===== src/rtl/nic_regport_pkg.sv =====
// Shared constants for the indexed interrupt register port.
// Assumes byte-wide registers and four event sources.
package nic_regport_pkg;
    localparam int DW        = 8;
    localparam int NEV       = 4;
    localparam int MODE_LSB  = 6;
    localparam int WRAP_BIT  = 7;
    localparam logic [DW-1:0] IDX_ISTAT = 8'hFE;
    localparam logic [DW-1:0] IDX_IMASK = 8'hFF;
endpackage


===== src/rtl/nic_idx_latch.sv =====
// Holds the register index last written through the address port.
// Assumes the strobe is single-cycle and that the index resets to zero.
module nic_idx_latch #(
    parameter int W = 8
) (
    input  logic         clk,
    input  logic         rst_n,
    input  logic         we,
    input  logic [W-1:0] din,
    output logic [W-1:0] idx
);
    // Capture a new index on each address-port write.
    always_ff @(posedge clk) begin
        if (!rst_n)  idx <= '0;
        else if (we) idx <= din;
    end
endmodule


===== src/rtl/nic_irq_status.sv =====
// Event-set, write-1-clear status bits.
// Assumes events are single-cycle pulses. An event beats a clear in the same cycle.
module nic_irq_status #(
    parameter int N = 4
) (
    input  logic         clk,
    input  logic         rst_n,
    input  logic         clr_en,
    input  logic [N-1:0] clr_bits,
    input  logic [N-1:0] ev,
    output logic [N-1:0] sts
);
    for (genvar i = 0; i < N; i++) begin : g_bit
        logic nxt;
        // Next value of one bit: kept unless cleared, always set by its event.
        always_comb nxt = (sts[i] & ~(clr_en & clr_bits[i])) | ev[i];
        // Register the bit.
        always_ff @(posedge clk) begin
            if (!rst_n) sts[i] <= 1'b0;
            else        sts[i] <= nxt;
        end
    end
endmodule


===== src/rtl/nic_irq_mask.sv =====
// Mask register: N interrupt enables plus the pointer-wrap enable.
// Assumes unused middle bits are not stored and read back as zero.
module nic_irq_mask #(
    parameter int N  = 4,
    parameter int W  = 8,
    parameter int WB = 7
) (
    input  logic         clk,
    input  logic         rst_n,
    input  logic         we,
    input  logic [W-1:0] din,
    output logic [N-1:0] en,
    output logic         wrap
);
    // Load the enables and the wrap bit on a data write at the mask index.
    always_ff @(posedge clk) begin
        if (!rst_n) begin
            en   <= '0;
            wrap <= 1'b0;
        end else if (we) begin
            en   <= din[N-1:0];
            wrap <= din[WB];
        end
    end
endmodule


===== src/rtl/nic_regport.sv =====
// Indexed register port: address port selects, data port reads/writes.
// Assumes the host does not rely on an address and a data write in one cycle
// (the data write then uses the previous index).
module nic_regport
    import nic_regport_pkg::*;
(
    input  logic          clk,
    input  logic          rst_n,
    input  logic          addr_we,
    input  logic          data_we,
    input  logic [DW-1:0] wdata,
    output logic [DW-1:0] rdata,
    input  logic [1:0]    bus_mode,
    input  logic          ev_rx_done,
    input  logic          ev_tx_done,
    input  logic          ev_rx_ovf,
    input  logic          ev_cnt_ovf,
    output logic          irq,
    output logic          ptr_wrap
);
    localparam int GAP_S = MODE_LSB - NEV;
    localparam int GAP_M = WRAP_BIT - NEV;

    logic [DW-1:0]  idx_q;
    logic [NEV-1:0] ev_vec;
    logic [NEV-1:0] sts_q;
    logic [NEV-1:0] msk_en;
    logic           msk_wrap;
    logic           hit_stat;
    logic           hit_mask;
    logic           irq_q;

    // Gather the event pulses into status bit order.
    always_comb ev_vec = {ev_cnt_ovf, ev_rx_ovf, ev_tx_done, ev_rx_done};

    // Decode the held index.
    always_comb begin
        hit_stat = (idx_q == IDX_ISTAT);
        hit_mask = (idx_q == IDX_IMASK);
    end

    nic_idx_latch #(.W(DW)) u_idx (
        .clk(clk), .rst_n(rst_n), .we(addr_we), .din(wdata), .idx(idx_q)
    );

    nic_irq_status #(.N(NEV)) u_sts (
        .clk(clk), .rst_n(rst_n), .clr_en(data_we & hit_stat),
        .clr_bits(wdata[NEV-1:0]), .ev(ev_vec), .sts(sts_q)
    );

    nic_irq_mask #(.N(NEV), .W(DW), .WB(WRAP_BIT)) u_msk (
        .clk(clk), .rst_n(rst_n), .we(data_we & hit_mask), .din(wdata),
        .en(msk_en), .wrap(msk_wrap)
    );

    // Read mux: status with mode strap, mask with wrap, zero elsewhere.
    always_comb begin
        if (hit_stat)      rdata = {bus_mode, {GAP_S{1'b0}}, sts_q};
        else if (hit_mask) rdata = {msk_wrap, {GAP_M{1'b0}}, msk_en};
        else               rdata = '0;
    end

    // Register the interrupt from the masked status.
    always_ff @(posedge clk) begin
        if (!rst_n) irq_q <= 1'b0;
        else        irq_q <= |(sts_q & msk_en);
    end

    assign irq      = irq_q;
    assign ptr_wrap = msk_wrap;
endmodule


===== config.mk =====
export PLATFORM = sky130hd
export DESIGN_NAME = nic_regport
export DESIGN_NICKNAME = d
export VERILOG_FILES = /design/src/rtl/nic_regport_pkg.sv /design/src/rtl/nic_idx_latch.sv /design/src/rtl/nic_irq_status.sv /design/src/rtl/nic_irq_mask.sv /design/src/rtl/nic_regport.sv
export SDC_FILE = /design/constraint.sdc
export NUM_CORES = 1
export LEC_CHECK = 0
export BUFFER_PORTS_ARGS = -buffer_cell sky130_fd_sc_hd__buf_2
export CAP_MARGIN = 20
export CORE_AREA = 2 2 48 50
export DETAILED_ROUTE_END_ITERATION = 10
export DIE_AREA = 0 0 50 52
export GPL_TIMING_DRIVEN = 0
export HOLD_SLACK_MARGIN = 0.15
export MAX_ROUTING_LAYER = met4
export PLACE_DENSITY = 0.74
export SLEW_MARGIN = 20
export SYNTH_ARGS = -nofsm -noshare
export SYNTH_HDL_FRONTEND = slang
export SYNTH_SLANG_ARGS = --single-unit

===== constraint.sdc =====
create_clock -name clk -period 1.28 [get_ports clk]
set_clock_uncertainty 0.2 [all_clocks]
set_input_delay 0.128 -clock clk [delete_from_list [all_inputs] [get_ports clk]]
set_output_delay 0.128 -clock clk [all_outputs]
set_load 0.005 [all_outputs]

* Word level (Yosys, flattened, before mapping)
Cells that the tools add are included. Widths: inputs -> output; s select.
Word-level totals: register bits 18, input port bits 18, output and inout bits 10
Cells by class: equality and inequality tests 2, mux-type cells 2, bitwise operators 19, reduce and logical (&&, ||, !) cells 1
Operators by type and width (number):
- $eq 8x8->1 const B | 2
- $mux 8 | 2
- $and 1x1->1 | 10
- $and 4x4->4 | 1
- $not 1->1 | 4
- $or 1x1->1 | 4
- $reduce_or 4->1 | 1

* Longest topological paths before layout
depth in word-level cells 6, gate-level depth with buffers 4

* Modules after synthesis
Synthesis repeated with hierarchy kept, for this count alone.
Unflattened totals: cells, all modules 83, area total of the unflattened synthesis 850.8 sq um
Modules (own cells, without submodules):
- nic_idx_latch | times used 1, cells an instance 25, area an instance 301.5 sq um
- nic_regport | times used 1, cells an instance 26, area an instance 216.5 sq um
- nic_irq_mask | times used 1, cells an instance 16, area an instance 192.7 sq um
- nic_irq_status | times used 1, cells an instance 16, area an instance 140.1 sq um

* Least setup slack after synthesis
No wires, ideal clock.
path kind register to output, start register u_idx.idx[6], end output port rdata[6], data arrival time 1037 ps, setup slack -85 ps, stages on the path, launching flop included 5, cell sequence dfxtp_1 > nand4_2 > or2_1 > buf_6 > nor3b_2
Between the ends: word-level cells in the longest chain between the ends 2
RTL lines:
- start, declared | RTL line nic_idx_latch.sv:10 | output logic [W-1:0] idx
- start signal, assigned | RTL line nic_idx_latch.sv:15 | else if (we) idx <= din;
- $eq 8x8->1 | RTL line nic_regport.sv:38 | hit_stat = (idx_q == IDX_ISTAT);
- $mux 8 | RTL line nic_regport.sv:58 | if (hit_stat) rdata = {bus_mode, {GAP_S{1'b0}}, sts_q};
- end, declared | RTL line nic_regport.sv:12 | output logic [DW-1:0] rdata,
Every way passes these cells.

* Worst setup path in the final report
start register u_idx.idx[3], end output port rdata[7]
Between the ends: word-level cells in the longest chain between the ends 3
RTL lines:
- $eq 8x8->1 | RTL line nic_regport.sv:39 | hit_mask = (idx_q == IDX_IMASK);
- $mux 8 | RTL line nic_regport.sv:59 | else if (hit_mask) rdata = {msk_wrap, {GAP_M{1'b0}}, msk_en};
- $mux 8 * | RTL line nic_regport.sv:58
Every way passes the cells marked *; elsewhere a longest branch is shown, timed or not.

==> flow_summary.yaml <==
outcome:
  outcome: "finished with violations"
  violations: "negative setup slack"
sta:
  hold_violations: 0
  setup_viol: 15
  max_clock_freq_mhz: 596.6
  timing.final.ws_setup_ps: -396.2
  tightest_slew_ps: 523.1
  slew_viol_final: 0
  max_slew_margin_pct: 64.83
  period_share_pct: 131.0
  fin_crit_ps: 1676
  rsz0062_at_grt: "true"
floorplanning:
  core_area_um2: 2106
  initial_utilization_pct: 40.52
  ioPinCount: 28
  rows: 17
  die_area_um2: 2600
  die_w_um: 50
  dieHeight_um: 52
power:
  p_leak_nw: 0.5932
  irDropWorstVdd_v: 0.0004939
  p_per_area_nw_per_um2: 855.1
yosys:
  ys_types: 21
  synth_cells: 90
  syn_area_um2: 853.3
  yosysSeqAreaShare_pct: 42.23
  synth_warnings: 0
  avgSynthCellArea_um2: 9.481
  ys_seq_elements: 18
  synthArstFlopShare_pct: 0
  synth_area_leaders: "dfxtp_1 42%, mux2i_1 21%, nor2b_1 5.9%, nand2_1 4.8%, a31oi_1 2.9%"
  synth_top_area_share_pct: 42.23
  yosys.area.top_type: "dfxtp_1"
  synth_flop_cell: "dfxtp_1"
  synth_edf_count: 0
cts:
  hold_buffers: 15
  ctsRootBufferMaster: "clkbuf_4"
  clock_path_buffers: 2
  numCtsBuffers: 3
  insertion_delay_ps: 290
  cts.htree.levels: 1
  cts_tree: "done"
  clkTransAtPathRegs_ps: 110
  clock-sinks: 18
finish:
  nNetsFinal: 160
  area_growth_pct: 52.79
  fin_area_um2: 1304
  antenna_cells: 0
  fill_cells: 183
  layout-drive-gt1-share_pct: 41.84
route:
  wl_um: 2004
  drc_errors: 0
  firstDrtPassIters: 4
  routedWlPerCell_um: 11.86
  via_per_inst: 4.704
  ant_nets: 0
  dr.first_iter.drc_count: 12
  vias: 795
worst_setup_path:
  r2r_start: "u_idx.idx[3]$_SDFFE_PN0P_"
  required_ps: 950
  reg2reg_to: "u_sts.sts[1]$_SDFF_PN0_"
  end_kind: "output port"
  path_class: "flip-flop to output port"
  reg2reg_depth: 5
  worstSetupStartpointType: "flip-flop"
  ff2ff_setup_slack_ps: -390
  cp.arrival_ps: 1350
  crit_fanout: 6
global_route:
  grt_pass1_wl_um: 3243
  overflow: 0
  antenna_found_initial: 0
  grt_util_all_layers_pct: 17.26
  first_global_vias: 716
  grt_max_degree: 11
hold_path:
  min_from: "data_we"
  hold_depth: 4
  min_path_type: "input port to flip-flop"
  whs_endpoint: "u_sts.sts[3]$_SDFF_PN0_"
placed_design:
  gp_congestion: 0.7573
  dpl_cell_area_um2: 1031
  port_buffers: 24
  place_ws_ps: -173.5
  hpwl_um: 1296
flow_run:
  maxCapViolCount: 0
[layer usage]
metal	routed length (µm)	vias up	GRT usage [%]
li1	-	403	-
met1	860	362	19.40
met2	986	26	30.04
met3	105	4	1.724
met4	51	0	9.722
met5	0	-	-
[power by group]
group          internal [mW]  switching (mW)
Sequential             0.587          0.0211
Combinational         0.0943          0.0666
Clock                  0.173           0.173
[worst max-delay path by stage]
| stage | start | end | slack (ps) | cells past startpoint |
|---|---|---|---|---|
| after floorplan | u_idx.idx[3]$_SDFFE_PN0P_ | rdata[6] | -10 | 4 |
| after global placement | u_idx.idx[0]$_SDFFE_PN0P_ | u_sts.sts[3]$_SDFF_PN0_ | -150 | 3 |
| after detailed placement | u_idx.idx[0]$_SDFFE_PN0P_ | u_sts.sts[1]$_SDFF_PN0_ | -170 | 3 |
| after CTS | u_idx.idx[6]$_SDFFE_PN0P_ | rdata[6] | -390 | 4 |
| after global routing | u_idx.idx[3]$_SDFFE_PN0P_ | rdata[6] | -480 | 4 |
| final | u_idx.idx[3]$_SDFFE_PN0P_ | rdata[7] | -400 | 5 |
[Yosys cell counts (all sizes together), types with 2 or more instances]
| cell | count |
|---|---|
| dfxtp | 18 |
| a22oi | 2 |
| o21ai | 4 |
| mux2i | 18 |
| nor2b | 8 |
| inv | 5 |
| buf | 6 |
| nand2 | 11 |
| a31oi | 4 |
| nor2 | 5 |
[area by class of cell]
type,count,area (µm²),share of cell area [%]
buffer,5,36.28,2.783
clock buffer,4,36.28,2.783
inverter,5,18.77,1.440
multi-input combinational,61,461.7,35.41
sequential,18,370.4,28.41
tap,28,35.03,2.687
timing repair buffer,48,345.3,26.49
[placed cells by master (no fill, tap or decap)]
cell type | netlist | final
nor4_2 | 1 | 1
buf_6 | 1 | 3
a22oi_1 | 2 | 2
a21boi_0 | 1 | 1
nand2_2 | 0 | 1
a31oi_1 | 4 | 4
nand4_4 | 0 | 1
mux2i_1 | 18 | 18
dfxtp_2 | 0 | 8
nand2_1 | 11 | 10
dlygate4sd3_1 | 0 | 15
buf_2 | 2 | 26
conb_1 | 1 | 2
nor2_2 | 0 | 2
clkbuf_8 | 0 | 1
inv_1 | 5 | 5
nor2b_1 | 8 | 8
or2_4 | 0 | 1
dfxtp_1 | 18 | 10
nor3b_2 | 1 | 1
clkbuf_4 | 0 | 3
nand3_4 | 0 | 1
nor2_1 | 5 | 3
nor3_4 | 1 | 1
o21ai_0 | 4 | 4
buf_4 | 3 | 9
[state kept, by name, indices dropped and copies added (netlist names)]
name	cells
u_msk.wrap	1
u_idx.idx	8
u_msk.en	4
u_sts.sts	4
irq	1
[cell families after synthesis]
group                  synth area share [%]
AO/OA/AOI/OAI                         7.917
AND/OR/NAND/NOR                       20.53
multiplexers                          21.11
buffers and inverters                 7.771
other                                0.4395
flip-flops                            42.23
[worst max-delay path: stages, from the launching register on]
cell and delay (ps):
dfxtp_2 360, nand4_4 110, or2_4 280, buf_4 140
nor2_1 70, buf_2 110
[metrics by stage]
step           hold slack [ps]  instances  TNS (ps)  util, %  total power, mW
6_report                 58.38        169     -4472    61.91            1.115
5_1_grt                  84.75        169     -5516    61.91            1.175
4_1_cts                  53.45        165     -3326    59.71            1.124
3_5_place_dp             158.1        143     -1939    48.96           0.7351
3_3_place_gp             148.5        143     -1617    48.96           0.7312
2_1_floorplan            28.21         91    -14.35        -           0.6890
[what timing repair did]
item,4_1_cts,5_1_grt
gates resized for setup,10,3
buffers inserted,3,5
pin swaps,6,6
setup endpoints to repair,15,18
hold endpoints to repair,18,7
cloned,1,0
Power figures use the tool's default switching activity.
